$ cat src/rtl/wa_pkg.sv
`timescale 1ns/1ps
package wa_pkg;
   typedef enum logic [1:0] {
      SEL_L1_BASE = 2'd0,
      SEL_L2_BASE = 2'd1,
      SEL_SCRATCH = 2'd2,
      SEL_UNUSED  = 2'd3
   } wa_sel_e;
endpackage

$ cat src/rtl/wa_capture.sv
`timescale 1ns/1ps
// Holds the faulting page number between capture strobes.
module wa_capture #(
   parameter int W = 20
) (
   input  logic         clk,
   input  logic         rst_n,
   input  logic         stb,
   input  logic [W-1:0] d,
   output logic [W-1:0] q
);
   always_ff @(posedge clk or negedge rst_n) begin
      if (!rst_n)   q <= '0;
      else if (stb) q <= d;
   end


   held_stable_chk: assert property (@(posedge clk) disable iff (!rst_n)
      !stb |=> $stable(q));

   capture_chk: assert property (@(posedge clk) disable iff (!rst_n)
      stb |=> q == $past(d));
endmodule

$ cat src/rtl/wa_field_reg.sv
`timescale 1ns/1ps
// Register that keeps only bits W-1:DROP_LSB of the written word.
module wa_field_reg #(
   parameter int W         = 32,
   parameter int DROP_LSB  = 12,
   parameter bit HAS_RESET = 1'b0,
   localparam int SW       = W - DROP_LSB
) (
   input  logic          clk,
   input  logic          rst_n,
   input  logic          we,
   input  logic [SW-1:0] d,
   output logic [W-1:0]  q
);
   logic [SW-1:0] kept;

   if (DROP_LSB < 0 || DROP_LSB >= W) begin : g_bad
      $error("wa_field_reg: DROP_LSB out of range");
   end

   if (HAS_RESET) begin : g_rst
      always_ff @(posedge clk or negedge rst_n) begin
         if (!rst_n)  kept <= '0;
         else if (we) kept <= d;
      end
   end else begin : g_norst
      always_ff @(posedge clk) begin
         if (we) kept <= d;
      end
   end

   if (DROP_LSB == 0) begin : g_full
      assign q = kept;
   end else begin : g_part
      assign q = {kept, {DROP_LSB{1'b0}}};
   end


   field_wr_chk: assert property (@(posedge clk) disable iff (!rst_n)
      we |=> q[W-1:DROP_LSB] == $past(d));

   field_hold_chk: assert property (@(posedge clk) disable iff (!rst_n)
      (!we && $past(rst_n)) |=> $stable(q));
endmodule

$ cat src/rtl/wa_entry_addr.sv
`timescale 1ns/1ps
// Merges a table base with an index scaled by the descriptor size.
module wa_entry_addr #(
   parameter int W           = 32,
   parameter int BASE_LSB    = 12,
   parameter int IDX_W       = 10,
   parameter int ENTRY_SHIFT = 2,
   localparam bit FITS       = (IDX_W + ENTRY_SHIFT) <= BASE_LSB
) (
   input  logic [W-1:0]     base,
   input  logic [IDX_W-1:0] idx,
   output logic [W-1:0]     addr
);
   logic [W-1:0] offs;
   assign offs = W'(idx) << ENTRY_SHIFT;

   if (IDX_W + ENTRY_SHIFT > W) begin : g_bad
      $error("wa_entry_addr: index does not fit the word");
   end

   if (FITS) begin : g_or
      // Base low bits are zero and the offset stays below them.
      assign addr = base | offs;
   end else begin : g_add
      assign addr = base + offs;
   end
endmodule

$ cat src/rtl/walk_assist_regs.sv
`timescale 1ns/1ps
module walk_assist_regs #(
   parameter int DATA_W      = 32,
   parameter int BASE_LSB    = 12,
   parameter int L1_IDX_W    = 10,
   parameter int L2_IDX_W    = 10,
   parameter int ENTRY_SHIFT = 2,
   localparam int VPN_W      = DATA_W - BASE_LSB
) (
   input  logic              clk,
   input  logic              rst_n,
   input  logic [1:0]        reg_addr,
   input  logic              reg_we,
   input  logic [DATA_W-1:0] reg_wdata,
   output logic [DATA_W-1:0] reg_rdata,
   input  logic              miss_stb,
   input  logic [VPN_W-1:0]  miss_vpn
);
   import wa_pkg::*;

   if (L1_IDX_W + L2_IDX_W != VPN_W) begin : g_bad_split
      $error("walk_assist_regs: index widths must cover the page number");
   end
   if (L1_IDX_W + ENTRY_SHIFT != BASE_LSB) begin : g_bad_l1
      $error("walk_assist_regs: level-1 index must fill the base offset");
   end

   wa_sel_e sel;
   assign sel = wa_sel_e'(reg_addr);

   logic [VPN_W-1:0]  page;
   logic [DATA_W-1:0] l1_base, l2_base, scratch;
   logic [DATA_W-1:0] l1_entry, l2_entry;

   wa_capture #(.W(VPN_W)) i_cap (
      .clk(clk), .rst_n(rst_n), .stb(miss_stb), .d(miss_vpn), .q(page));

   wa_field_reg #(.W(DATA_W), .DROP_LSB(BASE_LSB), .HAS_RESET(1'b0)) i_l1 (
      .clk(clk), .rst_n(rst_n), .we(reg_we && sel == SEL_L1_BASE),
      .d(reg_wdata[DATA_W-1:BASE_LSB]), .q(l1_base));

   wa_field_reg #(.W(DATA_W), .DROP_LSB(BASE_LSB), .HAS_RESET(1'b0)) i_l2 (
      .clk(clk), .rst_n(rst_n), .we(reg_we && sel == SEL_L2_BASE),
      .d(reg_wdata[DATA_W-1:BASE_LSB]), .q(l2_base));

   wa_field_reg #(.W(DATA_W), .DROP_LSB(0), .HAS_RESET(1'b1)) i_scr (
      .clk(clk), .rst_n(rst_n), .we(reg_we && sel == SEL_SCRATCH),
      .d(reg_wdata), .q(scratch));

   wa_entry_addr #(.W(DATA_W), .BASE_LSB(BASE_LSB), .IDX_W(L1_IDX_W),
                   .ENTRY_SHIFT(ENTRY_SHIFT)) i_l1_addr (
      .base(l1_base), .idx(page[VPN_W-1 -: L1_IDX_W]), .addr(l1_entry));

   wa_entry_addr #(.W(DATA_W), .BASE_LSB(BASE_LSB), .IDX_W(L2_IDX_W),
                   .ENTRY_SHIFT(ENTRY_SHIFT)) i_l2_addr (
      .base(l2_base), .idx(page[L2_IDX_W-1:0]), .addr(l2_entry));

   always_comb begin
      unique case (sel)
         SEL_L1_BASE: reg_rdata = l1_entry;
         SEL_L2_BASE: reg_rdata = l2_entry;
         SEL_SCRATCH: reg_rdata = scratch;
         default:     reg_rdata = '0;
      endcase
   end


   l1_index_chk: assert property (@(posedge clk) disable iff (!rst_n)
      ($past(rst_n) && $past(miss_stb) && sel == SEL_L1_BASE) |->
         reg_rdata[ENTRY_SHIFT +: L1_IDX_W] == $past(miss_vpn[VPN_W-1 -: L1_IDX_W]));

   unused_zero_chk: assert property (@(posedge clk) disable iff (!rst_n)
      sel == SEL_UNUSED |-> reg_rdata == '0);
endmodule

$ cat config.mk
export PLATFORM = sky130hd
export DESIGN_NAME = walk_assist_regs
export DESIGN_NICKNAME = d
export VERILOG_FILES = /design/src/rtl/wa_pkg.sv /design/src/rtl/wa_capture.sv /design/src/rtl/wa_field_reg.sv /design/src/rtl/wa_entry_addr.sv /design/src/rtl/walk_assist_regs.sv
export SDC_FILE = /design/constraint.sdc
export NUM_CORES = 1
export LEC_CHECK = 0
export ABC_AREA = 1
export CAP_MARGIN = 5
export CORE_UTILIZATION = 50
export CTS_BUF_LIST = sky130_fd_sc_hd__clkbuf_16
export DETAILED_ROUTE_END_ITERATION = 10
export PLACE_DENSITY = 0.79
export RECOVER_POWER = 25
export SLEW_MARGIN = 10
export SYNTH_ARGS = -nofsm -noshare
export SYNTH_HDL_FRONTEND = slang
export SYNTH_SLANG_ARGS = --single-unit
$ cat constraint.sdc
create_clock -name clk -period 1.2 [get_ports clk]
set_input_delay 0.12 -clock clk [delete_from_list [all_inputs] [get_ports clk]]
set_output_delay 0.12 -clock clk [all_outputs]
set_load 0.1 [all_outputs]
==> results.toml <==
[die]
num_rows = 32
die_w_um = 91.3
num_io_pins = 90
die_h_um = 91.3
die-area_um2 = 8340
core_area_um2 = 7730
initial_core_util = 0.516

[timing]
max_freq_mhz = 730
rsz0062_at_grt = "true"
slew_violations = 0
worstMarginPinSlew_ps = 752
period_minus_slack_ps = 1370
clock_skew_ps = 0
slew-limit-headroom = 0.498
hold_viol = 0
setup_slack_ps = -169
post-route-period-util = 1.14
setup_viol = 27

[global_routing]
grt_pass1_wl_um = 21300
track_usage = 0.349
grt_pass1_vias = 3956
globalRoute.totalOverflow = 0
grt_max_degree = 53
antenna_found_initial = 0

[pwr]
powerDensity_nw_per_um2 = 1410
max-vdd-ir-drop_v = 0.00115
p_leak_nw = 3.07
p_total_mw = 9.51

[cells_and_area]
design_area_um2 = 6750
final_nets = 604
final_util = 0.873
area_delta_synth_final_pct = 69.2
drive_gt1_frac = 0.408
diodes = 0
layout.cells.non_filler = 653

[place]
dpl_cell_area_um2 = 5660
portBuffers = 89
gp_congestion = 0.811
dp.cells = 605
post-dp-hpwl_um = 7450

[clock_network]
cts_buffers = 9
root_buffer = "clkbuf_16"
max-clock-path-buffers = 2
clkSlewWorstSetupHoldPaths_ps = 60
cts.htree.levels = 3
cts_tree = "built"
cts_sinks = 92
clk_latency_ps = 340

[synthesis]
yosys-top-cells-area = "dfrtp_1 (33%), edfxtp_1 (30%), nand3_1 (11%)"
synthFlopType = "dfrtp_1"
syn_inst = 415
syn_avg_cell_area_um2 = 9.61
synth_top_area_frac = 0.326
yosys_warnings = 0
synth.most_common_cell = "nand2_1"
synth.yosys.seq_area_share = 0.627
syn_area_um2 = 3990
ys_types = 15
syn-num-nets = 473
async_flop_share = 0.565
synth_seq_cells = 92
synth.top_cells.by_count = "nand2_1 (115), nand3_1 (91), dfrtp_1 (52)"
synth-edff-count = 40
synth_top_area_cell = "dfrtp_1"

[setup_path]
crit_arrival_ps = 1250
reg2reg_from = "i_cap.q[11]$_DFFE_PN0P_"
worst_setup_path_start_kind = "register"
r2r_slack_ps = 240
rr_endpoint = "i_cap.q[11]$_DFFE_PN0P_"
endpoint_kind = "output pin"
reg2reg_depth = 2
path_class = "reg2out"
required_ps = 1080
cp_max_fo = 2

[min_path]
min_to = "i_scr.q[21]$_DFFE_PN0P_"
hold_path_class = "in2reg"
hold_depth = 4
hold_start = "reg_addr[1]"

[drt]
viasPerCell = 6.23
drc = 0
wirelength_um = 16000
firstDrtPassIters = 5
wl_per_cell_um = 24.5
drt-initial-drc-count = 410
ant_nets = 0
vias = 4067

[outcome]
run_status = "complete, but fails checks"
violations = "negative setup slack"

[run]
cap_violations = 0
## critical path, stage by stage, from the launching register on
cell and delay (ps):
dfrtp_1 410, nand3_1 160, nand3_2 140, buf_12 200
## through the flow
step           hold WS [ps]  setup WS (ps)  TNS (ps)
6_report                283           -169     -1470
5_1_grt                 292           -172     -2150
4_1_cts                 308          -48.7      -737
3_5_place_dp            136           -403    -35620
3_3_place_gp            134           -341    -30950
2_1_floorplan          -176           -255     -8520
## worst max path at each step
stage / from / cells past startpoint / end / slack (ps)
finish: i_scr.q[4]$_DFFE_PN0P_ / 3 / reg_rdata[4] / -170
global route: i_scr.q[4]$_DFFE_PN0P_ / 3 / reg_rdata[4] / -170
CTS: i_l2.kept[2]$_DFFE_PP_ / 3 / reg_rdata[14] / -50
detailed placement: reg_addr[0] / 7 / reg_rdata[19] / -400
global placement: reg_addr[0] / 7 / reg_rdata[17] / -340
floorplan: reg_addr[0] / 5 / i_l2.kept[0]$_DFFE_PP_ / -260
## report_power, final
group / internal (mW) / switching (mW)
clock: 1.62 / 1.18
sequential: 3.60 / 0.242
combinational: 1.10 / 1.76
total: 6.33 / 3.18
## cells in the final DEF, fill, tap and decap left out, types with 2 or more instances in the layout
cell type | netlist | layout
nand2_1 | 115 | 93
nand3_2 | 0 | 70
dfrtp_1 | 52 | 52
buf_4 | 8 | 48
edfxtp_1 | 40 | 40
buf_12 | 0 | 38
clkdlybuf4s50_1 | 0 | 33
nand4_1 | 32 | 32
inv_1 | 24 | 25
dlygate4sd3_1 | 0 | 21
o21ai_0 | 20 | 20
nand3_4 | 0 | 13
nand2_2 | 0 | 11
nand2_4 | 0 | 11
clkbuf_16 | 0 | 11
buf_6 | 1 | 9
nand3_1 | 91 | 8
nor2_4 | 0 | 3
inv_2 | 1 | 3
nor3_4 | 0 | 2
buf_8 | 0 | 2
## kinds of logic (layout without fill, tap and decap cells)
group                  after synthesis  after routing  share of synthesized area
AOI/OAI and AO/OA                   20             20                     0.0251
buffers and inverters               60            196                     0.0696
DFF                                 92             92                      0.627
and+or+nand+nor                    243            243                      0.278
## area by class of cell
cell class | instances | area (um2)
Clock buffer | 11 | 275
Clock inverter | 5 | 18.8
Fill cell | 309 | 980
Inverter | 25 | 101
Multi-Input combinational cell | 263 | 1880
Sequential cell | 92 | 2500
Tap cell | 102 | 128
Timing Repair Buffer | 155 | 1850
## sequential cells by signal (all words and copies together) (netlist names)
register,flops
i_cap.q,20
i_scr.q,32
i_l1.kept,20
i_l2.kept,20
## metal layers
layer | global-route usage | share of wire | vias up
li1 | - | - | 1684
met1 | 0.430 | 0.35 | 1977
met2 | 0.561 | 0.50 | 322
met3 | 0.101 | 0.095 | 84
met4 | 0.180 | 0.056 | 0
met5 | 0 | 0 | -
## repair_timing
action,in CTS,in global routing
buffers inserted,10,20
cloned,2,0
setup endpoints to repair,69,83
pin swaps,38,67
resized for setup,88,42
endpoints found under the hold margin,52,0
hold buffers,1,0
Power figures use the tool's default switching activity.
